<file path="src/rtl/bdec_pkg.sv">
package bdec_pkg;
    localparam int unsigned DEF_NM    = 2;
    localparam int unsigned DEF_NS    = 4;
    localparam int unsigned DEF_AW    = 16;
    localparam int unsigned DEF_DW    = 32;
    localparam int unsigned DEF_DEPTH = 4;

    typedef enum logic [1:0] {
        RSP_NONE = 2'd0,
        RSP_ACK  = 2'd1,
        RSP_ERR  = 2'd2
    } rsp_e;
endpackage

</file>
<file path="src/rtl/bdec_region_match.sv">
module bdec_region_match #(
    parameter int unsigned NS = 4,
    parameter int unsigned AW = 16,
    parameter logic [NS-1:0][AW-1:0] BASE = '0,
    parameter logic [NS-1:0][AW-1:0] MASK = '0,
    parameter logic [NS-1:0] RD = '0,
    parameter logic [NS-1:0] WR = '0,
    localparam int unsigned DSTW = $clog2(NS + 1)
) (
    input  logic [AW-1:0]   adr,
    input  logic            we,
    output logic [DSTW-1:0] dest
);
    logic [NS-1:0] hit;

    for (genvar g = 0; g < NS; g++) begin : g_cmp
        assign hit[g] = ((adr & MASK[g]) == BASE[g]);
    end

    // scan from the top so that the lowest matching region is written last
    always_comb begin
        dest = DSTW'(NS);
        for (int k = NS - 1; k >= 0; k--) begin
            if (hit[k]) begin
                dest = (we ? WR[k] : RD[k]) ? DSTW'(k) : DSTW'(NS);
            end
        end
    end
endmodule

</file>
<file path="src/rtl/bdec_rr_arbiter.sv">
module bdec_rr_arbiter #(
    parameter int unsigned NM = 2,
    localparam int unsigned IW = (NM > 1) ? $clog2(NM) : 1
) (
    input  logic          clk,
    input  logic          rst_n,
    input  logic [NM-1:0] req,
    input  logic          rel_i,
    output logic          owner_vld,
    output logic [IW-1:0] owner_idx
);
    typedef struct packed {
        logic          vld;
        logic [IW-1:0] idx;
        logic [IW-1:0] last;
    } arb_t;

    arb_t arb_d, arb_q;

    always_comb begin
        logic found;
        int   c;
        arb_d = arb_q;
        found = 1'b0;
        c     = 0;
        if (arb_q.vld) begin
            if (rel_i) arb_d.vld = 1'b0;
        end else begin
            for (int i = 1; i <= NM; i++) begin
                c = (int'(arb_q.last) + i) % NM;
                if (!found && req[c]) begin
                    found     = 1'b1;
                    arb_d.vld = 1'b1;
                    arb_d.idx = IW'(c);
                    arb_d.last = IW'(c);
                end
            end
        end
    end

    always_ff @(posedge clk or negedge rst_n) begin
        if (!rst_n) begin
            arb_q <= '{vld: 1'b0, idx: '0, last: IW'(NM - 1)};
        end else begin
            arb_q <= arb_d;
        end
    end

    assign owner_vld = arb_q.vld;
    assign owner_idx = arb_q.idx;


    grant_to_requester_chk: assert property (@(posedge clk) disable iff (!rst_n)
        (!arb_q.vld && (req != '0)) |=> (owner_vld && req[$past(arb_d.idx)]) || !$past(req[arb_d.idx]) || owner_vld);
endmodule

</file>
<file path="src/rtl/bdec_order_fifo.sv">
module bdec_order_fifo #(
    parameter int unsigned DEPTH = 4,
    parameter int unsigned NS = 4,
    parameter int unsigned W = 3,
    localparam int unsigned PW = (DEPTH > 1) ? $clog2(DEPTH) : 1,
    localparam int unsigned CW = $clog2(DEPTH + 1)
) (
    input  logic          clk,
    input  logic          rst_n,
    input  logic          push,
    input  logic [W-1:0]  push_dest,
    input  logic          pop,
    output logic [W-1:0]  head_dest,
    output logic          empty,
    output logic          full,
    output logic [NS-1:0] pending
);
    typedef struct packed {
        logic [DEPTH-1:0][W-1:0] mem;
        logic [PW-1:0]           rd;
        logic [PW-1:0]           wr;
        logic [CW-1:0]           cnt;
    } ofq_t;

    ofq_t ofq_d, ofq_q;

    function automatic logic [PW-1:0] step(input logic [PW-1:0] p);
        return (p == PW'(DEPTH - 1)) ? '0 : p + 1'b1;
    endfunction

    always_comb begin
        ofq_d = ofq_q;
        if (push) begin
            ofq_d.mem[ofq_q.wr] = push_dest;
            ofq_d.wr = step(ofq_q.wr);
        end
        if (pop) ofq_d.rd = step(ofq_q.rd);
        ofq_d.cnt = ofq_q.cnt + CW'(push) - CW'(pop);
    end

    always_ff @(posedge clk or negedge rst_n) begin
        if (!rst_n) ofq_q <= '0;
        else        ofq_q <= ofq_d;
    end

    always_comb begin
        int off;
        pending = '0;
        for (int j = 0; j < DEPTH; j++) begin
            off = (j - int'(ofq_q.rd) + DEPTH) % DEPTH;
            for (int k = 0; k < NS; k++) begin
                if (off < int'(ofq_q.cnt) && ofq_q.mem[j] == W'(k)) pending[k] = 1'b1;
            end
        end
    end

    assign head_dest = ofq_q.mem[ofq_q.rd];
    assign empty     = (ofq_q.cnt == '0);
    assign full      = (ofq_q.cnt == CW'(DEPTH));


    no_overflow_chk: assert property (@(posedge clk) disable iff (!rst_n) push |-> !full);

    no_underflow_chk: assert property (@(posedge clk) disable iff (!rst_n) pop |-> !empty);
endmodule

</file>
<file path="src/rtl/bus_route_decoder.sv">
module bus_route_decoder
    import bdec_pkg::*;
#(
    parameter int unsigned NM    = DEF_NM,
    parameter int unsigned NS    = DEF_NS,
    parameter int unsigned AW    = DEF_AW,
    parameter int unsigned DW    = DEF_DW,
    parameter int unsigned DEPTH = DEF_DEPTH,
    parameter logic [NS-1:0][AW-1:0] REG_BASE = {16'h2000, 16'h2000, 16'h1000, 16'h0000},
    parameter logic [NS-1:0][AW-1:0] REG_MASK = {16'hF000, 16'hFF00, 16'hF000, 16'hF000},
    parameter logic [NS-1:0] REG_RD = 4'b0111,
    parameter logic [NS-1:0] REG_WR = 4'b1101
) (
    input  logic                   clk,
    input  logic                   rst_n,
    input  logic [NM-1:0]          m_cyc_i,
    input  logic [NM-1:0]          m_stb_i,
    input  logic [NM-1:0]          m_we_i,
    input  logic [NM-1:0][AW-1:0]  m_adr_i,
    input  logic [NM-1:0][DW-1:0]  m_dat_i,
    output logic [NM-1:0]          m_stall_o,
    output logic [NM-1:0]          m_ack_o,
    output logic [NM-1:0]          m_err_o,
    output logic [DW-1:0]          m_dat_o,
    output logic [NS-1:0]          s_cyc_o,
    output logic [NS-1:0]          s_stb_o,
    output logic                   s_we_o,
    output logic [AW-1:0]          s_adr_o,
    output logic [DW-1:0]          s_dat_o,
    input  logic [NS-1:0]          s_stall_i,
    input  logic [NS-1:0]          s_ack_i,
    input  logic [NS-1:0][DW-1:0]  s_dat_i,
    input  logic [AW-1:0]          chk_adr_i,
    input  logic                   chk_we_i,
    output logic                   chk_ok_o
);
    localparam int unsigned DSTW = $clog2(NS + 1);
    localparam int unsigned IW   = (NM > 1) ? $clog2(NM) : 1;
    localparam logic [DSTW-1:0] ERR_DEST = DSTW'(NS);

    logic            owner_vld;
    logic [IW-1:0]   owner_idx;
    logic            cur_cyc, cur_stb, cur_we;
    logic [AW-1:0]   cur_adr;
    logic [DW-1:0]   cur_dat;
    logic [DSTW-1:0] bus_dest, chk_dest, head_dest;
    logic            bus_ok;
    logic            q_empty, q_full, q_pop, accept, go;
    logic [NS-1:0]   pending;
    logic            conflict, tgt_stall, rel;
    rsp_e            rsp;
    logic [DW-1:0]   rdata;

    // owner selection
    bdec_rr_arbiter #(.NM(NM)) u_arb (
        .clk       (clk),
        .rst_n     (rst_n),
        .req       (m_cyc_i),
        .rel_i     (rel),
        .owner_vld (owner_vld),
        .owner_idx (owner_idx)
    );

    always_comb begin
        cur_cyc = 1'b0;
        cur_stb = 1'b0;
        cur_we  = 1'b0;
        cur_adr = '0;
        cur_dat = '0;
        for (int i = 0; i < NM; i++) begin
            if (owner_vld && owner_idx == IW'(i)) begin
                cur_cyc = m_cyc_i[i];
                cur_stb = m_stb_i[i];
                cur_we  = m_we_i[i];
                cur_adr = m_adr_i[i];
                cur_dat = m_dat_i[i];
            end
        end
    end

    assign rel = owner_vld && !cur_cyc && q_empty;

    // live decode and the probe share one set of region rules
    bdec_region_match #(
        .NS(NS), .AW(AW), .BASE(REG_BASE), .MASK(REG_MASK), .RD(REG_RD), .WR(REG_WR)
    ) u_bus_map (
        .adr  (cur_adr),
        .we   (cur_we),
        .dest (bus_dest)
    );

    bdec_region_match #(
        .NS(NS), .AW(AW), .BASE(REG_BASE), .MASK(REG_MASK), .RD(REG_RD), .WR(REG_WR)
    ) u_chk_map (
        .adr  (chk_adr_i),
        .we   (chk_we_i),
        .dest (chk_dest)
    );

    assign bus_ok   = (bus_dest != ERR_DEST);
    assign chk_ok_o = (chk_dest != ERR_DEST);

    // hazards on the issue path
    always_comb begin
        conflict  = 1'b0;
        tgt_stall = 1'b0;
        for (int k = 0; k < NS; k++) begin
            if (bus_ok && pending[k] && bus_dest != DSTW'(k)) conflict = 1'b1;
            if (bus_dest == DSTW'(k)) tgt_stall = s_stall_i[k];
        end
    end

    assign go     = cur_cyc && cur_stb && !q_full && !conflict;
    assign accept = go && !tgt_stall;

    always_comb begin
        for (int k = 0; k < NS; k++) begin
            s_stb_o[k] = go && (bus_dest == DSTW'(k));
            s_cyc_o[k] = cur_cyc && (s_stb_o[k] || pending[k]);
        end
        for (int i = 0; i < NM; i++) begin
            m_stall_o[i] = !(owner_vld && owner_idx == IW'(i)) || q_full || conflict || tgt_stall;
        end
    end

    assign s_we_o  = cur_we;
    assign s_adr_o = cur_adr;
    assign s_dat_o = cur_dat;

    // in-order response steering
    bdec_order_fifo #(.DEPTH(DEPTH), .NS(NS), .W(DSTW)) u_order (
        .clk       (clk),
        .rst_n     (rst_n),
        .push      (accept),
        .push_dest (bus_dest),
        .pop       (q_pop),
        .head_dest (head_dest),
        .empty     (q_empty),
        .full      (q_full),
        .pending   (pending)
    );

    always_comb begin
        rsp   = RSP_NONE;
        rdata = '0;
        if (!q_empty) begin
            if (head_dest == ERR_DEST) begin
                rsp = RSP_ERR;
            end else begin
                for (int k = 0; k < NS; k++) begin
                    if (head_dest == DSTW'(k) && s_ack_i[k]) begin
                        rsp   = RSP_ACK;
                        rdata = s_dat_i[k];
                    end
                end
            end
        end
    end

    assign q_pop = (rsp != RSP_NONE);

    always_comb begin
        for (int i = 0; i < NM; i++) begin
            m_ack_o[i] = owner_vld && owner_idx == IW'(i) && rsp == RSP_ACK;
            m_err_o[i] = owner_vld && owner_idx == IW'(i) && rsp == RSP_ERR;
        end
    end

    assign m_dat_o = rdata;


    one_slave_stb_chk: assert property (@(posedge clk) disable iff (!rst_n) $onehot0(s_stb_o));

    one_slave_cyc_chk: assert property (@(posedge clk) disable iff (!rst_n) $onehot0(s_cyc_o));

    single_resp_chk: assert property (@(posedge clk) disable iff (!rst_n)
        $countones({m_ack_o, m_err_o}) <= 1);

    refused_quiet_chk: assert property (@(posedge clk) disable iff (!rst_n)
        (cur_cyc && cur_stb && !bus_ok) |-> (s_stb_o == '0));

    owner_hold_chk: assert property (@(posedge clk) disable iff (!rst_n)
        (owner_vld && cur_cyc) |=> (owner_vld && $stable(owner_idx)));

    err_has_owner_chk: assert property (@(posedge clk) disable iff (!rst_n)
        (m_err_o != '0) |-> owner_vld);
endmodule

</file>
<file path="config.mk">
export PLATFORM = sky130hd
export DESIGN_NAME = bus_route_decoder
export DESIGN_NICKNAME = d
export VERILOG_FILES = /design/src/rtl/bdec_pkg.sv /design/src/rtl/bdec_region_match.sv /design/src/rtl/bdec_rr_arbiter.sv /design/src/rtl/bdec_order_fifo.sv /design/src/rtl/bus_route_decoder.sv
export SDC_FILE = /design/constraint.sdc
export NUM_CORES = 1
export LEC_CHECK = 0
export BUFFER_PORTS_ARGS = -buffer_cell sky130_fd_sc_hd__buf_2
export CELL_PAD_IN_SITES_DETAIL_PLACEMENT = 0
export CELL_PAD_IN_SITES_GLOBAL_PLACEMENT = 1
export CORE_AREA = 2 2 136 138
export DETAILED_ROUTE_END_ITERATION = 12
export DIE_AREA = 0 0 138 140
export PLACE_DENSITY = 0.75
export RECOVER_POWER = 100
export SLEW_MARGIN = 20
export SYNTH_ARGS = -nofsm -noshare
export SYNTH_HDL_FRONTEND = slang
export SYNTH_SLANG_ARGS = --single-unit
</file>
<file path="constraint.sdc">
create_clock -name clk -period 5.4 [get_ports clk]
set_clock_uncertainty 0.2 [all_clocks]
set_input_delay 0.54 -clock clk [delete_from_list [all_inputs] [get_ports clk]]
set_output_delay 0.54 -clock clk [all_outputs]
set_load 0.02 [all_outputs]
</file>
-- Yosys cells after proc, flatten, opt, wreduce, memory -nomap -nowiden
Cells that the tools add are included.
- register bits: 22
- output and inout bits: 96
- add/sub/neg operators: 14
- $lt $le $gt $ge: 9
- equality and inequality tests: 35
- multiplexer cells: 77
- bitwise logic cells: 2
- reduce and logical (&&, ||, !) cells: 80
- operators with widths (operator ; number):
    two-way mux 32 bit ; 8
    logical AND 1 bit ; 50
    two-way mux 3 bit ; 16
    two-way mux 1 bit ; 41
    == test 3 x 2 -> 1 bit (second input constant) ; 12
    zero test 16 bit ; 2
    two-way mux 16 bit ; 2
    zero test 3 bit ; 7
    == test 3 x 1 -> 1 bit (second input constant) ; 6
    == test 8 x 6 -> 1 bit (second input constant) ; 2
    two-way mux 2 bit ; 7
    adder 2 x 1 -> 2 bit (second input constant) ; 6
    bitwise mux 12 bit ; 1
    < comparator 2 x 3 -> 1 bit ; 4
    logical OR 1 bit ; 10
    == test 4 x 1 -> 1 bit (second input constant) ; 2
    == test 4 x 2 -> 1 bit (second input constant) ; 2
    zero test 1 bit ; 7
    binary-select mux 3 bit (select 2 bit) ; 1
    demux 3 bit (select 2 bit) ; 1
    == test 2 bit (second input constant) ; 3
    == test 3 bit (second input constant) ; 2
    < comparator 2 x 3 -> 1 bit (second input constant) ; 2
    != test 3 x 2 -> 1 bit (second input constant) ; 2
    14 further kinds ; 21

-- Longest topological paths before layout
- word-level depth: 22
- depth in mapped cells: 13
- depth with buffers taken out: 12

-- Cells and area by module
From an unflattened synthesis, not the netlist that was laid out.
- cell total of the unflattened synthesis: 462
- area total of the unflattened synthesis: 3689.8 µm²
- by module, submodules not included (module ; times used ; cells each ; area an instance (µm²)):
    bus_route_decoder ; 1 ; 326 ; 2224.6
    bdec_order_fifo ; 1 ; 105 ; 1194.9
    bdec_region_match ; 2 ; 10 ; 72.6
    bdec_rr_arbiter ; 1 ; 11 ; 125.1

-- Worst setup path before layout
OpenSTA, ideal clock, no wires.
- path kind: reg2reg
- from: reg u_order.ofq_q[6] (netlist bit)
- to: reg u_order.ofq_q[2] (netlist bit)
- setup time: 0.123 ns
- data arrival time: 3.094 ns
- required time: 5.077 ns
- path slack: 1.983 ns
- cell stages (with the launch flop): 13
- clock period less this slack: 3.417 ns
- path through: dfrtp_1 ha_1 inv_1 ha_1 nor2b_1 a221oi_1 a32oi_1 a21oi_1 o41ai_4 and3_1 ha_1 fa_1 xnor2_1
- RTL lines (element ; RTL line ; RTL):
    start, declared ; bdec_order_fifo.sv:25 ; ofq_t ofq_d, ofq_q;
    start signal, assigned ; bdec_order_fifo.sv:43 ; else ofq_q <= ofq_d;

-- Worst setup path in the final report
- from: reg u_arb.arb_q, in the netlist u_arb.owner_idx
- to: out s_cyc_o[0]
- word-level cells in the longest chain between the ends: 22
- elaborated cells between the ends (all ways): 47
- RTL lines (element ; RTL line ; RTL):
    start, declared ; bdec_rr_arbiter.sv:18 ; arb_t arb_d, arb_q;
    start signal, assigned ; bdec_rr_arbiter.sv:43 ; arb_q <= '{vld: 1'b0, idx: '0, last: IW'(NM - 1)};
    start signal, assigned ; bdec_rr_arbiter.sv:45 ; arb_q <= arb_d;
    NOT 1 bit ; bus_route_decoder.sv:71 ; if (owner_vld && owner_idx == IW'(i)) begin
    logical AND 1 bit ; bus_route_decoder.sv:71 ;
    two-way mux 1 bit (2 in series) ; bus_route_decoder.sv:71 ;
    two-way mux 1 bit ; bdec_region_match.sv:25 ; dest = (we ? WR[k] : RD[k]) ? DSTW'(k) : DSTW'(NS);
    two-way mux 3 bit ; bdec_region_match.sv:25 ;
    two-way mux 3 bit (4 in series) ; bdec_region_match.sv:24 ; if (hit[k]) begin
    != test 3 bit ; bus_route_decoder.sv:100 ; assign bus_ok = (bus_dest != ERR_DEST);
    logical AND 1 bit (2 in series) ; bus_route_decoder.sv:108 ; if (bus_ok && pending[k] && bus_dest != DSTW'(k)) conflict = 1'b1;
    two-way mux 1 bit (4 in series) ; bus_route_decoder.sv:108 ;
    zero test 1 bit ; bus_route_decoder.sv:113 ; assign go = cur_cyc && cur_stb && !q_full && !conflict;
    logical AND 1 bit ; bus_route_decoder.sv:113 ;
    logical AND 1 bit ; bus_route_decoder.sv:118 ; s_stb_o[k] = go && (bus_dest == DSTW'(k));
    logical OR 1 bit ; bus_route_decoder.sv:119 ; s_cyc_o[k] = cur_cyc && (s_stb_o[k] || pending[k]);
    logical AND 1 bit (*) ; bus_route_decoder.sv:119 ;
    end, declared ; bus_route_decoder.sv:25 ; output logic [NS-1:0] s_cyc_o,
Mark *: on every way between the ends. The rest lies on a longest branch, timed or not.

==> flow_summary.yaml <==
run_status:
  status: "completed"
drt:
  drtIter0Drc: 244
  wl_per_cell_um: 15.71
  routed_via_density: 4.708
  dr_total_vias: 4633
  antenna_left: 0
  drc: 0
  firstDrtPassIters: 4
  drt_wl_total_um: 15460
sta:
  tightest_slew_ns: 1.248
  fin_tns_setup_ns: 0
  hold_violations: 0
  max_freq_mhz: 219.7
  fin_ws_ns: 0.8489
  rsz0062_at_grt: "no"
  period_share_pct: 84.28
  slew_viol_final: 0
  period_needed_ns: 4.551
  slew_headroom_pct: 16.80
  setup_viol: 0
grt:
  grt_overflow: 0
  track_usage_pct: 14.70
  grt_start_max_net_pins: 52
  grt_pass1_vias: 4542
  busiest_layer: "met2"
  met2_usage_pct: 26.03
  use_met3_pct: 1.641
  grt_antenna_before_repair: 0
  grt_pass1_wl_um: 24050
  use_met1_pct: 19.71
clock_network:
  cts_hold_buf: 0
  cts_sinks: 22
  cts_setup_buffers: 0
  htreeDepth: 1
  cts_buffer_depth: 2
  cts-buffers-inserted: 3
  clkSlewWorstSetupHoldPaths_ns: 0.06
  ctsResizeCount: 0
  insertion_delay_ns: 0.25
  cts_root_buf: "clkbuf_16"
  cts_tree: "yes"
power:
  swShare_pct: 57.16
  seq_power_share_pct: 15.7
  p_per_area_nw_per_um2: 457.4
  combinationalPowerShare_pct: 77.1
  p_leak_nw: 2.535
  p_switching_mw: 1.367
  clock_power_share_pct: 7.2
  internal_power_mw: 1.025
  peakVddDrop_mv: 0.2430
hold_path:
  hold_path.class: "input port to register"
job:
  max_cap_viol_count: 0
place:
  place_congestion: 0.7979
  hpwlAfterDp_um: 12530
  post-place-cells: 980
  port-buffer-count: 344
  place_ws_ns: 1.454
synth:
  synth_edf_count: 0
  synth_top_flop_cell: "dfrtp_1"
  avgSynthCellArea_um2: 7.631
  syn_area_um2: 3304
  ys.warnings.count: 0
  synthCells: 433
  synth.net_count: 702
  ys_seq_area_share_pct: 16.70
  async_flop_share_pct: 100.0
  ys_ff_latch: 22
  yosysUniqueCellTypes: 57
finish:
  layout_common_cells: "buf_2 (251), clkbuf_1 (93), nor2_1 (64), mux2i_1 (50), nor3_1 (34)"
  layout_commonest_cell: "buf_2"
  layout.nets: 1025
  stdcell_count: 984
  fill_cells: 2010
  area_delta_synth_final_pct: 58.24
  utilization_pct: 29.41
  drive_gt1_share_pct: 36.42
  diodes: 0
critical_path:
  cp.required_ns: 4.66
  critPathArrivalTime_ns: 3.81
  crit_type: "register to output pin"
  cp_max_fo: 24
  crit_path_end_kind: "output pin"
  cp-start-kind: "register"
floorplan:
  die_w_um: 138
  die_area_um2: 19320
  coreArea_um2: 17780
  die_y_um: 140
  rows: 49
  floorplan.initialDensity_pct: 18.59
  io_pins: 353
==> critical path: stages (launching register included) <==
cell and delay (ns):
dfrtp_1 1.06, nand2_1 0.43, o22ai_1 0.45, nand3_1 0.23
a21boi_0 0.23, o41ai_4 0.47, nand2_1 0.23, o2bb2ai_1 0.20
clkbuf_1 0.25
==> worst paths after layout <==
path                       cells after the start            start  slack [ns]          endpoint
hold reg to reg                                2   u_arb.arb_q[0]        0.31    u_arb.arb_q[0]
max in group asynchronous                      1            rst_n        3.93  u_order.ofq_q[7]
min in group asynchronous                      1            rst_n        0.33  u_order.ofq_q[4]
setup / recovery                               8  u_arb.owner_idx        0.85        s_cyc_o[0]
hold / removal                                 2       m_cyc_i[0]        0.31    u_arb.arb_q[0]
setup reg to reg                               8  u_arb.owner_idx        1.28  u_order.ofq_q[1]
==> registers in the layout, summed over array words and instances (netlist names) <==
name,cells
u_order.ofq_q,19
u_arb.arb_q,1
u_arb.owner_idx,1
u_arb.owner_vld,1
==> metrics by stage <==
stage | area (um^2) | power, mW | hold slack (ns)
final | 5229 | 2.392 | 0.3115
after global routing | 5229 | 2.619 | 0.3373
after CTS | 5346 | 2.474 | 0.08673
after detailed placement | 5258 | 2.295 | 0.3073
after global placement | 5258 | 2.280 | 0.2945
after floorplan | 3304 | 1.681 | 0.04441
==> layer usage <==
metal / wire length (um) / part of all wire [%]
met2: 7702 / 50
met1: 6782 / 44
met4: 134 / 0.87
met3: 842 / 5.4
met5: 0 / 0
==> cell usage after synthesis, types with 9 or more instances <==
cell       n  area (um^2)
inv_1     21        78.83
o22ai_1   32        200.2
nor3_1    35        175.2
ha_1      11        137.6
nand2_1   25        93.84
clkbuf_1  24        90.09
a32oi_1    9        78.83
mux2i_1   50        500.5
dfrtp_1   21        525.5
mux2_1    10        112.6
a221oi_1  33        289.0
nor2_1    64        240.2
==> power by group through the flow <==
stage	Sequential, mW	Clock, mW	Combinational, mW
floorplan	0.301	0	1.38
global route	0.393	0.186	2.04
CTS	0.375	0.177	1.92
finish	0.375	0.173	1.84
global placement	0.377	0	1.90
detailed placement	0.378	0	1.92
==> kinds of logic after synthesis <==
| family | synth area share (%) |
|---|---|
| adder cells (fa/ha/maj) | 4.771 |
| multiplexers | 21.62 |
| flip-flops | 16.70 |
| XOR/XNOR | 0.5302 |
| AO/OA/AOI/OAI | 26.47 |
| AND/OR/NAND/NOR | 23.25 |
| buffers and inverters | 6.664 |
==> cell type report <==
class / count / area, um^2 / area share [%]
Inverter: 22 / 85.08 / 1.627
Tap cell: 229 / 286.5 / 5.480
Sequential cell: 22 / 551.8 / 10.55
Multi-Input combinational cell: 355 / 2551 / 48.79
Clock buffer: 4 / 88.84 / 1.699
Timing Repair Buffer: 352 / 1665 / 31.85
(Power assumes the default switching activity.)
